<file path="src/rtl/eth_rst_pkg.sv">
package eth_rst_pkg;
   // configuration register bit positions (software-visible layout)
   localparam int CFG_TX    = 0;
   localparam int CFG_CTX   = 1;
   localparam int CFG_RX    = 2;
   localparam int CFG_CRX   = 3;
   localparam int CFG_RNG   = 4;
   localparam int CFG_ALL   = 5;
   localparam int CFG_BITS  = 6;
   localparam logic [CFG_BITS-1:0] CFG_DEFAULT = 6'b10_0000;

   // command register bit positions
   localparam int CMD_TXDP  = 0;
   localparam int CMD_RXDP  = 1;
   localparam int CMD_BITS  = 2;

   typedef struct packed {
      logic mac_tx;
      logic mac_rx;
      logic ctl_sub;
      logic rng;
      logic mac_core;
   } mac_rst_t;
endpackage

</file>
<file path="src/rtl/eth_rst_sync.sv">
module eth_rst_sync #(
   parameter int STAGES = 2
) (
   input  logic clk,
   input  logic arst_n,
   output logic rst_o
);
   logic [STAGES-1:0] chain;

   generate
      if (STAGES == 1) begin : g_single
         always_ff @(posedge clk or negedge arst_n) begin
            if (!arst_n) chain <= 1'b0;
            else         chain <= 1'b1;
         end
      end else begin : g_multi
         always_ff @(posedge clk or negedge arst_n) begin
            if (!arst_n) chain <= '0;
            else         chain <= {chain[STAGES-2:0], 1'b1};
         end
      end
   endgenerate

   assign rst_o = ~chain[STAGES-1];
endmodule

</file>
<file path="src/rtl/eth_rst_selfclr.sv">
module eth_rst_selfclr #(
   parameter int PULSE_CYC = 2
) (
   input  logic clk,
   input  logic rst,
   input  logic trig,
   output logic pulse,
   output logic strobe
);
   localparam int CW = (PULSE_CYC > 1) ? $clog2(PULSE_CYC) : 1;
   localparam logic [CW-1:0] CNT_LOAD = CW'(PULSE_CYC - 1);

   logic [CW-1:0] remain;

   always_ff @(posedge clk or posedge rst) begin
      if (rst) begin
         pulse  <= 1'b0;
         strobe <= 1'b0;
         remain <= '0;
      end else if (trig) begin
         pulse  <= 1'b1;
         strobe <= 1'b1;
         remain <= CNT_LOAD;
      end else begin
         strobe <= 1'b0;
         if (pulse) begin
            if (remain == '0) pulse  <= 1'b0;
            else              remain <= remain - 1'b1;
         end
      end
   end
endmodule

</file>
<file path="src/rtl/eth_rst_map.sv">
module eth_rst_map
   import eth_rst_pkg::*;
(
   input  logic                hard,
   input  logic [CFG_BITS-1:0] cfg,
   output mac_rst_t            dom
);
   logic all_mac;

   always_comb begin
      all_mac      = hard | cfg[CFG_ALL];
      dom.mac_core = all_mac;
      dom.mac_tx   = all_mac | cfg[CFG_TX] | cfg[CFG_CTX];
      dom.mac_rx   = all_mac | cfg[CFG_RX] | cfg[CFG_CRX];
      dom.ctl_sub  = all_mac | cfg[CFG_CTX] | cfg[CFG_CRX];
      dom.rng      = all_mac | cfg[CFG_RNG];
   end
endmodule

</file>
<file path="src/rtl/eth_rst_ctrl.sv">
module eth_rst_ctrl
   import eth_rst_pkg::*;
#(
   parameter int AW          = 2,
   parameter int DW          = 8,
   parameter int CFG_ADDR    = 0,
   parameter int CMD_ADDR    = 1,
   parameter int SYNC_STAGES = 2,
   parameter int PULSE_CYC   = 2
) (
   input  logic          clk,
   input  logic          hard_rst_n,
   input  logic          wr_en,
   input  logic [AW-1:0] addr,
   input  logic [DW-1:0] wdata,
   output logic [DW-1:0] rdata,
   output logic          rst_mac_tx,
   output logic          rst_mac_rx,
   output logic          rst_ctl_sub,
   output logic          rst_rng,
   output logic          rst_mac_core,
   output logic          rst_tx_dp,
   output logic          rst_rx_dp,
   output logic          tx_abort,
   output logic          rx_abort,
   output logic          tx_stat_clr,
   output logic          rx_stat_clr
);
   localparam logic [AW-1:0] A_CFG = AW'(CFG_ADDR);
   localparam logic [AW-1:0] A_CMD = AW'(CMD_ADDR);

   generate
      if (DW < CFG_BITS)           begin : g_bad_dw   $error("DW too narrow for configuration register"); end
      if (CFG_ADDR == CMD_ADDR)    begin : g_bad_addr $error("register addresses overlap"); end
      if (SYNC_STAGES < 1)         begin : g_bad_sync $error("SYNC_STAGES must be at least 1"); end
      if (PULSE_CYC < 1)           begin : g_bad_pls  $error("PULSE_CYC must be at least 1"); end
      if ((1 << AW) <= CFG_ADDR || (1 << AW) <= CMD_ADDR) begin : g_bad_aw
         $error("address does not fit AW");
      end
      if (DW > CFG_BITS) begin : g_wide
         logic unused_wdata_hi;
         assign unused_wdata_hi = ^wdata[DW-1:CFG_BITS];
      end
   endgenerate

   // hard reset: async assert, synchronised release
   logic rst_int;
   eth_rst_sync #(.STAGES(SYNC_STAGES)) u_sync (
      .clk    (clk),
      .arst_n (hard_rst_n),
      .rst_o  (rst_int)
   );

   // sticky MAC-level reset bits
   logic [CFG_BITS-1:0] cfg_q;
   logic                cfg_we, cmd_we;

   assign cfg_we = wr_en && (addr == A_CFG);
   assign cmd_we = wr_en && (addr == A_CMD);

   always_ff @(posedge clk or posedge rst_int) begin
      if (rst_int)     cfg_q <= CFG_DEFAULT;
      else if (cfg_we) cfg_q <= wdata[CFG_BITS-1:0];
   end

   // self-clearing datapath resets, one channel per command bit
   logic [CMD_BITS-1:0] dp_pulse, dp_strobe;

   generate
      for (genvar g = 0; g < CMD_BITS; g++) begin : g_dp
         eth_rst_selfclr #(.PULSE_CYC(PULSE_CYC)) u_pulse (
            .clk    (clk),
            .rst    (rst_int),
            .trig   (cmd_we && wdata[g]),
            .pulse  (dp_pulse[g]),
            .strobe (dp_strobe[g])
         );
      end
   endgenerate

   // domain reset mapping
   mac_rst_t dom;
   eth_rst_map u_map (
      .hard (rst_int),
      .cfg  (cfg_q),
      .dom  (dom)
   );

   assign rst_mac_tx   = dom.mac_tx;
   assign rst_mac_rx   = dom.mac_rx;
   assign rst_ctl_sub  = dom.ctl_sub;
   assign rst_rng      = dom.rng;
   assign rst_mac_core = dom.mac_core;
   assign rst_tx_dp    = rst_int | dp_pulse[CMD_TXDP];
   assign rst_rx_dp    = rst_int | dp_pulse[CMD_RXDP];
   assign tx_abort     = dp_strobe[CMD_TXDP];
   assign rx_abort     = dp_strobe[CMD_RXDP];
   assign tx_stat_clr  = dp_strobe[CMD_TXDP];
   assign rx_stat_clr  = dp_strobe[CMD_RXDP];

   // register readback
   always_comb begin
      rdata = '0;
      if (addr == A_CFG)      rdata = DW'(cfg_q);
      else if (addr == A_CMD) rdata = DW'(dp_pulse);
   end
endmodule

</file>
<file path="config.mk">
export PLATFORM = sky130hd
export DESIGN_NAME = eth_rst_ctrl
export DESIGN_NICKNAME = d
export VERILOG_FILES = /design/src/rtl/eth_rst_pkg.sv /design/src/rtl/eth_rst_sync.sv /design/src/rtl/eth_rst_selfclr.sv /design/src/rtl/eth_rst_map.sv /design/src/rtl/eth_rst_ctrl.sv
export SDC_FILE = /design/constraint.sdc
export NUM_CORES = 1
export LEC_CHECK = 0
export BUFFER_PORTS_ARGS = -buffer_cell sky130_fd_sc_hd__buf_4
export CAP_MARGIN = 10
export CORE_MARGIN = 2
export CORE_UTILIZATION = 45
export DETAILED_ROUTE_END_ITERATION = 12
export PLACE_DENSITY = 0.86
export SYNTH_ARGS = -nofsm -noshare
export SYNTH_HDL_FRONTEND = slang
export SYNTH_SLANG_ARGS = --single-unit
export TNS_END_PERCENT = 30
</file>
<file path="constraint.sdc">
create_clock -name clk -period 2.64 [get_ports clk]
set_input_delay 0.264 -clock clk [delete_from_list [all_inputs] [get_ports clk]]
set_output_delay 0.264 -clock clk [all_outputs]
set_load 0.01 [all_outputs]
</file>
==> results by group <==
GRT
  • Largest net degree at the start of global routing: 15
  • Number of global-route vias before repair: around 480
  • Initial antenna violation count: 0
  • GRT Overall Usage: around 17%
  • First-pass GRT wire length: between 2 and 2.5 mm
  • Grt total ovfl: 0

STA
  • Skew final: ~0.0047 ns
  • Final Max Tran Viols: 0
  • Unrepaired setup endpoints after global routing: false
  • Maximum clock rate: ~640 MHz
  • Final hold slack: 0.2165 ns
  • Fin crit period: around 1.6 ns
  • Final setup violation count: 0
  • Setup TNS: 0 ns
  • Endpoints failing hold: 0
  • Final period utilization: between 50% and 60%

Final layout
  • Area grow syn2layout: 36.89%
  • Ant. Diodes: 0
  • Layout Nets: between 90 and 100
  • Area of the multi-input gates: between 200 and 250 µm²
  • Layout filler cell count: around 110
  • Layout cell share with drive strength beyond 1: around half
  • Sequential Area: between 300 and 400 µm²

Clock tree
  • Post-CTS Resized: 0
  • Total CTS buffers: 3
  • CTS tree: done
  • Root Buffer: clkbuf_4
  • Clock tree sinks: 14
  • Clock H-tree levels: 1
  • Max Buffers Root-to-Sink: 2
  • Worst-path clk slew: around 0.09 ns
  • Later-pin clock latency in the skew report: roughly 0.28 ns

Drt
  • Routed Antenna Nets: 0
  • Per-cell routed wire length: 12.47 µm
  • Vias per cell: between 4 and 5
  • Residual DRC: 0
  • Via count: 478
  • Final Routed Wirelength: around 1.2 mm
  • 1st-iter DRT viols: 3
  • DRT Pass-1 Iters: 4

Logic synthesis
  • Synth Area in Simple Gates: 20.39%
  • Largest family of logic cells by synthesized area: simple AND/OR/NAND/NOR gates
  • Synth Area in XOR/XNOR: 0%
  • Mapped Area: ~640 µm²
  • Ys Warns: 0
  • Compound-Gate Fraction of Synth Area: under 10%
  • Seq/Total Area, Yosys: 54.56%
  • Adder-Cell Fraction of Synth Area: 0%
  • Mean Syn Cell Area: between 10 and 15 µm²
  • Post-synthesis register bit count: 14
  • Synth unique cells: 17
  • Synth Instances: 56
  • Multiplexer share of the synthesized area: 13.59%

Floorplan
  • Die height: roughly 42 µm
  • Initial core utilization: 48.91%
  • I/O pin cnt: 32
  • Standard-cell rows: 13
  • Die extent in x: between 40 and 50 µm
  • Core region area: about 1300 µm²
  • DIE AREA: 1751 µm²

Place
  • Port buffer count: 27
  • GP Congestion: around 0.76
  • DP Wirelength: about 1 mm

Critical path
  • Nature of the critical path startpoint: flop
  • CP Max Fanout: 5
  • CP Data Required Time: ~2.4 ns
  • Critical path endpoint category: primary output
  • Worst EP arrival: about 1.3 ns
  • WS Path Type: flop to primary output

Power and ir drop
  • Total Power: ~0.53 mW
  • Leakage: 0.4638 nW
  • Worst VDD drop: between 0.3 and 0.4 mV
  • Cell Pwr Density: between 600 and 700 nW/µm²

Status
  • Status: finished clean

Hold path
  • Worst Hold Class: flop to async pin

Flow run
  • Max cap viols: 0
## cell families (layout without fill, tap and decap cells)
family / Yosys count / after routing
DFF: 14 / 14
buffers and inverters: 9 / 37
and+or+nand+nor: 21 / 21
AOI/OAI and AO/OA: 2 / 2
other: 2 / 3
muxes: 8 / 8
## synthesized netlist by cell type
library cell   n  area [µm²]
and2_1         4       25.02
buf_4          4       30.03
buf_6          1       11.26
conb_1         2       7.510
dfrtp_1       13       325.3
dfstp_2        1       26.28
inv_1          4       15.01
mux2_2         6       67.56
mux2i_1        2       20.02
nand2_1        4       15.01
nand2b_1       3       18.77
nand4b_1       2       17.52
nor2_1         3       11.26
nor3b_4        1       18.77
o21ai_0        2       10.01
or2_2          1       6.260
or3_1          3       18.77
## through the flow
step           setup WS [ns]  utilization (%)  std cells  area [µm²]
5_1_grt                1.009            66.95        100       882.1
3_5_place_dp           1.370            63.44         95       835.8
3_3_place_gp           1.382            63.44         95       835.8
4_1_cts                1.059            66.95        100       882.1
6_report               1.076            66.95        100       882.1
2_1_floorplan          1.179                -         57       648.1
## path summary, 6_finish.rpt
| kind | start | end | slack (ns) | cells after the start |
|---|---|---|---|---|
| worst max-delay path | cfg_q[5] | rst_mac_tx | 1.08 | 3 |
| worst min-delay path | u_sync.chain[1] | g_dp[1].u_pulse.remain | 0.22 | 1 |
| worst max register to register | cfg_q[1] | cfg_q[1] | 1.84 | 1 |
| worst min register to register | u_sync.chain[1] | g_dp[1].u_pulse.remain | 0.22 | 1 |
| max in group asynchronous | u_sync.chain[1] | cfg_q[5] | 2.19 | 1 |
| min in group clk | wdata[4] | cfg_q[4] | 0.22 | 2 |
## area by class of cell
class	count	area share, %
Clock buffer	4	4.113
Sequential cell	14	39.86
Tap cell	15	2.128
Multi-Input combinational cell	34	27.23
Timing Repair Buffer	29	24.96
Inverter	4	1.702
## where the power goes
group	total (mW)	internal, mW	switching [mW]	leakage (nW)
Combinational	0.112	0.0639	0.0477	0.271
Clock	0.153	0.0839	0.0692	0.0210
Sequential	0.267	0.247	0.0200	0.172
## placed cells by master, fill, tap and decap left out, drive strengths merged, types with 2 or more instances in the layout
cell / synthesis / routed
nand2b: 3 / 3
nand2: 4 / 4
mux2i: 2 / 2
and2: 4 / 4
inv: 4 / 4
nor2: 3 / 3
buf: 5 / 28
conb: 2 / 3
mux2: 6 / 6
clkbuf: 0 / 4
nand4b: 2 / 2
dfrtp: 13 / 13
o21ai: 2 / 2
or3: 3 / 3
## what timing repair did
item / in CTS / in global routing
endpoints found under the hold margin: 2 / 0
hold buffers: 1 / 0
buffers inserted: 0 / 0
## metal layers
metal  track usage, %  vias to the layer above  routed length (µm)
met1            21.51                      230                 487
met4            1.935                        0                   0
met2            28.75                       16                 671
li1                 -                      232                   -
met5                0                        -                   0
met3            6.522                        0                  88
## critical path, stage by stage (launching register included)
cell	delay [ns]
dfstp_2	0.37
nand2b_1	0.18
or3_1	0.32
buf_4	0.15
## flip-flops by register name, indices dropped and copies added (netlist names)
signal,cells
u_sync.chain,2
cfg_q,6
g_dp.u_pulse.pulse,2
g_dp.u_pulse.remain,2
g_dp.u_pulse.strobe,2
Note: power is estimated with default switching activity, not from simulation.
